==> src/rtl/dst_addr_filter.sv <==
module dst_addr_filter #(
  parameter int ADDR_BYTES = 6,
  parameter int HASH_IDX_W = 6,
  parameter int SET_IDX_W  = 3
) (
  input  logic                 clk,
  input  logic                 rst_n,
  input  logic                 frm_start,
  input  logic                 byte_vld,
  input  logic [7:0]           byte_in,
  input  logic [2:0]           cfg_alen,
  input  logic                 cfg_promisc,
  input  logic                 cfg_bc_dis,
  input  logic                 set_we,
  input  logic                 set_sel,
  input  logic [SET_IDX_W-1:0] set_idx,
  input  logic [7:0]           set_data,
  output logic                 dec_vld,
  output logic                 accept,
  output logic                 mcast
);
  localparam int HASH_SIZE  = 1 << HASH_IDX_W;
  localparam int HASH_BYTES = HASH_SIZE / 8;
  localparam logic [31:0] POLY = 32'hEDB88320;

  logic [ADDR_BYTES*8-1:0] ia_q;
  logic [HASH_SIZE-1:0]    htab_q;

  logic        active_q, ia_ok_q, bc_ok_q, grp_q;
  logic [2:0]  cnt_q, len_q;
  logic [31:0] crc_q;
  logic        dec_q, acc_q, mc_q;

  function automatic logic [31:0] crc_step(input logic [31:0] c, input logic [7:0] d);
    logic [31:0] r;
    r = c;
    for (int i = 0; i < 8; i++) begin
      if (r[0] ^ d[i]) r = (r >> 1) ^ POLY;
      else             r = r >> 1;
    end
    return r;
  endfunction

  genvar k;
  generate
    for (k = 0; k < ADDR_BYTES; k++) begin : g_ia
      always_ff @(posedge clk)
        if (!rst_n) ia_q[k*8 +: 8] <= '0;
        else if (set_we && !set_sel && set_idx == SET_IDX_W'(k)) ia_q[k*8 +: 8] <= set_data;
    end
    for (k = 0; k < HASH_BYTES; k++) begin : g_ht
      always_ff @(posedge clk)
        if (!rst_n) htab_q[k*8 +: 8] <= '0;
        else if (set_we && set_sel && set_idx == SET_IDX_W'(k)) htab_q[k*8 +: 8] <= set_data;
    end
  endgenerate

  wire [2:0]  alen_eff = (cfg_alen == 3'd7) ? 3'd0 : cfg_alen;
  wire [31:0] crc_n    = crc_step(crc_q, byte_in);
  wire [7:0]  ia_byte  = ia_q[cnt_q*8 +: 8];
  wire        ia_n     = ia_ok_q & (byte_in == ia_byte);
  wire        bc_n     = bc_ok_q & (byte_in == 8'hFF);
  wire        grp_n    = (cnt_q == 3'd0) ? byte_in[0] : grp_q;
  wire        hash_hit = htab_q[crc_n[31 -: HASH_IDX_W]];
  wire        acc_n    = cfg_promisc | ia_n | (bc_n ? ~cfg_bc_dis : (grp_n & hash_hit));
  wire        last     = (cnt_q + 3'd1) == len_q;

  always_ff @(posedge clk) begin
    if (!rst_n) begin
      active_q <= 1'b0;
      cnt_q    <= '0;
      len_q    <= '0;
      crc_q    <= '1;
      ia_ok_q  <= 1'b0;
      bc_ok_q  <= 1'b0;
      grp_q    <= 1'b0;
      dec_q    <= 1'b0;
      acc_q    <= 1'b0;
      mc_q     <= 1'b0;
    end else begin
      dec_q <= 1'b0;
      if (frm_start) begin
        len_q    <= alen_eff;
        cnt_q    <= '0;
        crc_q    <= '1;
        ia_ok_q  <= 1'b1;
        bc_ok_q  <= 1'b1;
        grp_q    <= 1'b0;
        active_q <= (alen_eff != 3'd0);
        if (alen_eff == 3'd0) begin
          dec_q <= 1'b1;
          acc_q <= 1'b1;
          mc_q  <= 1'b0;
        end
      end else if (byte_vld && active_q) begin
        cnt_q   <= cnt_q + 3'd1;
        crc_q   <= crc_n;
        ia_ok_q <= ia_n;
        bc_ok_q <= bc_n;
        grp_q   <= grp_n;
        if (last) begin
          active_q <= 1'b0;
          dec_q    <= 1'b1;
          acc_q    <= acc_n;
          mc_q     <= acc_n & grp_n;
        end
      end
    end
  end

  assign dec_vld = dec_q;
  assign accept  = acc_q;
  assign mcast   = mc_q;
endmodule

==> config.mk <==
export PLATFORM = sky130hd
export DESIGN_NAME = dst_addr_filter
export DESIGN_NICKNAME = d
export VERILOG_FILES = /design/src/rtl/dst_addr_filter.sv
export SDC_FILE = /design/constraint.sdc
export NUM_CORES = 1
export LEC_CHECK = 0
export ABC_CLOCK_PERIOD_IN_PS = 4100
export BUFFER_PORTS_ARGS = -buffer_cell sky130_fd_sc_hd__buf_4
export CORE_ASPECT_RATIO = 1.2
export CORE_MARGIN = 4
export CORE_UTILIZATION = 29
export DETAILED_ROUTE_END_ITERATION = 10
export MAX_ROUTING_LAYER = met4
export PLACE_DENSITY = 0.41
export SLEW_MARGIN = 25
export SYNTH_ARGS = -nofsm -noshare
export SYNTH_HDL_FRONTEND = slang
export SYNTH_SLANG_ARGS = --single-unit
==> constraint.sdc <==
create_clock -name clk -period 4.1 [get_ports clk]
set_input_delay 0.41 -clock clk [delete_from_list [all_inputs] [get_ports clk]]
set_output_delay 0.41 -clock clk [all_outputs]
set_load 0.005 [all_outputs]
==> flow_summary.rst <==
.. list-table::
   :header-rows: 1

   * - Metric
     - Value
   * - Run status
     - completed
   * - Htree depth
     - 4
   * - Cell with the most instances after synthesis
     - sky130_fd_sc_hd__dfxtp_1
   * - CTS max path bufs
     - 2
   * - Post-detailed-route wirelength per cell
     - 19.4 um
   * - Top area cells in the synthesized netlist
     - sky130_fd_sc_hd__dfxtp_1 (37%), sky130_fd_sc_hd__mux2i_1 (14%), sky130_fd_sc_hd__nor2b_1 (8.0%), sky130_fd_sc_hd__xnor2_1 (5.8%), sky130_fd_sc_hd__nand2_1 (3.6%)
   * - Cell chain of the critical path
     - xor2_2, xnor3_1, nand2_1, mux2i_1, and2_1, a2111oi_0, a22oi_1, a31oi_1, or4b_1, a31oi_1
   * - Antenna violations before repair
     - 0
   * - Initial DRC count
     - 375
   * - Area of the multi-input gates
     - 5040 um^2
   * - Hold EP
     - dec_vld
   * - Via count of the first global-routing pass
     - 6660
   * - Final-layout fill cell count
     - roughly 3000
   * - Portion of the post-synthesis area used by sequential elements
     - a little under two fifths
   * - Number of enable flip-flop cells after synthesis
     - 0
   * - Reg2Reg Launch Point
     - crc_q[0]
   * - Critical Path RT
     - 4480 ps
   * - Mean area per synthesized cell
     - 9.20 um^2
   * - Die X-Extent
     - 164 um
   * - Detailed-route wire length
     - approximately 26000 um
   * - GR Overflow Total
     - 0
   * - Min-Delay Path Depth
     - 2
   * - Residual antenna-violating net count after detailed routing
     - 0
   * - Net switching power of the design
     - about 1.2 mW
   * - Total clock buffers created by CTS
     - 17
   * - Global-route total usage across every layer
     - 17.1%
   * - Wire length of the first global-routing pass
     - 40800 um
   * - Pwr per Cell Area
     - approximately 420 nW/um^2
   * - Max-slew headroom
     - 33.4%
   * - Detail Placement HPWL
     - 17500 um
   * - Chip Height
     - 195 um
   * - Worst voltage drop across the vdd grid
     - 0.218 mV
   * - Core utilization of the finished layout
     - 34.2%
   * - IO buf count
     - 32
   * - Seq cells post-synth
     - between 150 and 200
   * - Clk sinks
     - approximately 160
   * - Combinational cell fraction of total power
     - about 20%
   * - Worst setup skew after layout
     - 12.1 ps
   * - Number of buffers inserted by hold repair at cts
     - 0
   * - CTS root buffer
     - sky130_fd_sc_hd__clkbuf_16
   * - Number of cells in the finished layout apart from fillers
     - 1338
   * - R2r setup slk
     - 530 ps
   * - Die footprint
     - 32100 um^2
   * - Row count
     - 68
   * - Leak Pwr
     - 3.69 nW
   * - Power consumption
     - 4.18 mW
   * - Final count of negative-setup-slack endpoints
     - 0
   * - Final-report max-slew violation count
     - 0
   * - Worst min-delay path category
     - in -> reg
   * - Detailed-routing iteration count for the pre-antenna-repair pass
     - 5
   * - Setup fix buffers added after clock tree synthesis
     - 0
   * - Antenna Cells
     - 0
   * - Startpoint kind of the worst setup timing path
     - register
   * - Worst flop-to-flop path endpoint
     - accept
   * - Register clock-pin slew on the reported worst setup and hold paths
     - roughly 70 ps
   * - Hold_sp
     - rst_n
   * - Post-synthesis async set-or-reset flop share
     - 0%
   * - Fraction of power spent switching nets
     - between 20 and 30%
   * - Layout cell share with drive strength beyond 1
     - about 13%
   * - Synth cell types
     - 59
   * - Detailed-route vias per instance
     - 4.88
   * - Synth-to-Final Area Change
     - 16.2%
   * - Final worst path period share
     - between 80% and 90%
   * - Number of standard cells after synthesis
     - 922
   * - Sequential standard cell area
     - 3140 um^2
   * - Number of ports placed on the die boundary
     - 33
   * - Netlist area before placement
     - 8490 um^2
   * - Top achievable clock speed
     - 280 MHz
   * - Crit-path slowest cell
     - sky130_fd_sc_hd__or4b_1
   * - Clock latency on the worst-skew pair
     - 440 ps
   * - Power share of the clock group
     - 42.3%
   * - RSZ-0062 raised after global routing
     - no
   * - Sequential Power Share
     - a little under two fifths
   * - Final Wtd Congestion
     - approximately 0.85
   * - Minimum clock period
     - approximately 3600 ps
   * - Number of maximum-capacitance constraint violations
     - 0
   * - Cells after DPL
     - approximately 1300
   * - Most instantiated cells after synthesis
     - sky130_fd_sc_hd__dfxtp_1 (157), sky130_fd_sc_hd__mux2i_1 (119), sky130_fd_sc_hd__nor2b_1 (109), sky130_fd_sc_hd__nand2_1 (81), sky130_fd_sc_hd__xnor2_1 (56)
   * - Maximum single-stage delay on the critical path
     - around 630 ps
   * - CTS tree
     - built
   * - Endpoint arrival time on the critical path
     - 3940 ps
   * - Element type at the critical path end
     - register
   * - Number of gates given a new drive strength after cts
     - 0
   * - Crit-path most repeated cell
     - sky130_fd_sc_hd__a31oi_1
   * - Library cell occupying the most area in the post-synthesis netlist
     - sky130_fd_sc_hd__dfxtp_1
   * - Top FF cell, synth
     - sky130_fd_sc_hd__dfxtp_1
   * - Floorplan core area
     - 28800 um^2
   * - Total number of yosys warnings
     - 0
   * - Fraction of synthesized cell area taken by the top area cell type
     - a little under two fifths
   * - Count of unresolved DRC violations after routing
     - 0
   * - Reg2Reg Depth
     - 10
   * - Kind of critical path
     - reg -> reg
   * - Internal power consumption
     - 2.94 mW
   * - NumNets Final
     - 972
   * - Pin slew with the least headroom to its limit
     - 992 ps
   * - Initial Utilization
     - 29.4%
   * - Highest fanout seen on the critical path
     - 8
   * - Total number of vias
     - 6527
   * - Net Count, Synth
     - roughly 950
   * - Pin count of the biggest net entering global routing
     - about 120
   * - Setup_tns
     - 0 ps
   * - Hold slack final
     - 196 ps
   * - Hold Fails Final Rpt
     - 0
flip-flops by register name, summed over array words and instances (netlist names):
name,flops
accept,1
active_q,1
bc_ok_q,1
cnt_q,3
crc_q,32
dec_vld,1
grp_q,1
htab_q,64
ia_ok_q,1
ia_q,48
len_q,3
mcast,1
layout by cell type, fill, tap and decap left out, types with 17 or more instances in the layout:
cell and count:
sky130_fd_sc_hd__buf_4 62, sky130_fd_sc_hd__mux2i_1 119, sky130_fd_sc_hd__clkbuf_16 17, sky130_fd_sc_hd__a21oi_1 22, sky130_fd_sc_hd__dfxtp_1 157, sky130_fd_sc_hd__o22ai_1 22
sky130_fd_sc_hd__nor2_1 35, sky130_fd_sc_hd__o21ai_0 19, sky130_fd_sc_hd__inv_1 19, sky130_fd_sc_hd__xnor2_1 54, sky130_fd_sc_hd__nand3_1 27, sky130_fd_sc_hd__xor2_1 25
sky130_fd_sc_hd__o211ai_1 29, sky130_fd_sc_hd__nor2b_1 108, sky130_fd_sc_hd__nand2_1 80
cell families after synthesis:
logic type	count (synthesis)	share of synthesized area, %
xor gates and xnor gates	92	11.3
AOI/OAI and AO/OA	154	12.3
DFF	157	37.0
muxes	130	16.7
and+or+nand+nor	304	18.5
buffers and inverters	83	3.92
adders and majority gates	2	0.295
worst max-delay path by stage:
stage                           from     end
after floorplan             cnt_q[0]  accept
after global placement    byte_in[3]  accept
after detailed placement  byte_in[6]  accept
after CTS                   crc_q[0]  accept
after global routing        crc_q[0]  accept
final                       crc_q[0]  accept
power by group through the flow:
stage          Sequential (mW)  Combinational [mW]  Clock, mW
3_3_place_gp              1.61               0.846          0
5_1_grt                   1.57               0.911       1.87
3_5_place_dp              1.61               0.844          0
2_1_floorplan             1.60               0.580          0
4_1_cts                   1.57               0.847       1.82
6_report                  1.57               0.840       1.77
area by class of cell:
type,count,area share (%)
Timing Repair Buffer,63,4.84
Tap cell,385,4.89
Multi-Input combinational cell,682,51.1
Inverter,19,0.723
Clock inverter,13,2.04
Clock buffer,19,4.49
Sequential cell,157,31.9
critical path: cells and delay by family (launching register included):
kind	cells	cell delay [ps]
compound gates	4	590
xor+xnor	2	890
flops	1	440
mux	1	530
simple gates	3	1030
through the flow:
stage | setup slack, ps | area [um^2]
6_report | 534 | 9860
5_1_grt | 353 | 9860
4_1_cts | 552 | 9860
3_5_place_dp | 423 | 9210
3_3_place_gp | 498 | 9200
2_1_floorplan | 710 | 8490
layer usage:
metal	vias to the layer above	routed length (um)	global-route usage, %	part of all wire, %
met1	3109	12600	22.8	49
li1	3267	-	-	-
met2	124	12100	26.7	47
met5	-	0	-	0
met4	0	405	5.53	1.6
met3	27	790	2.45	3.0
Power figures use the tool's default switching activity.
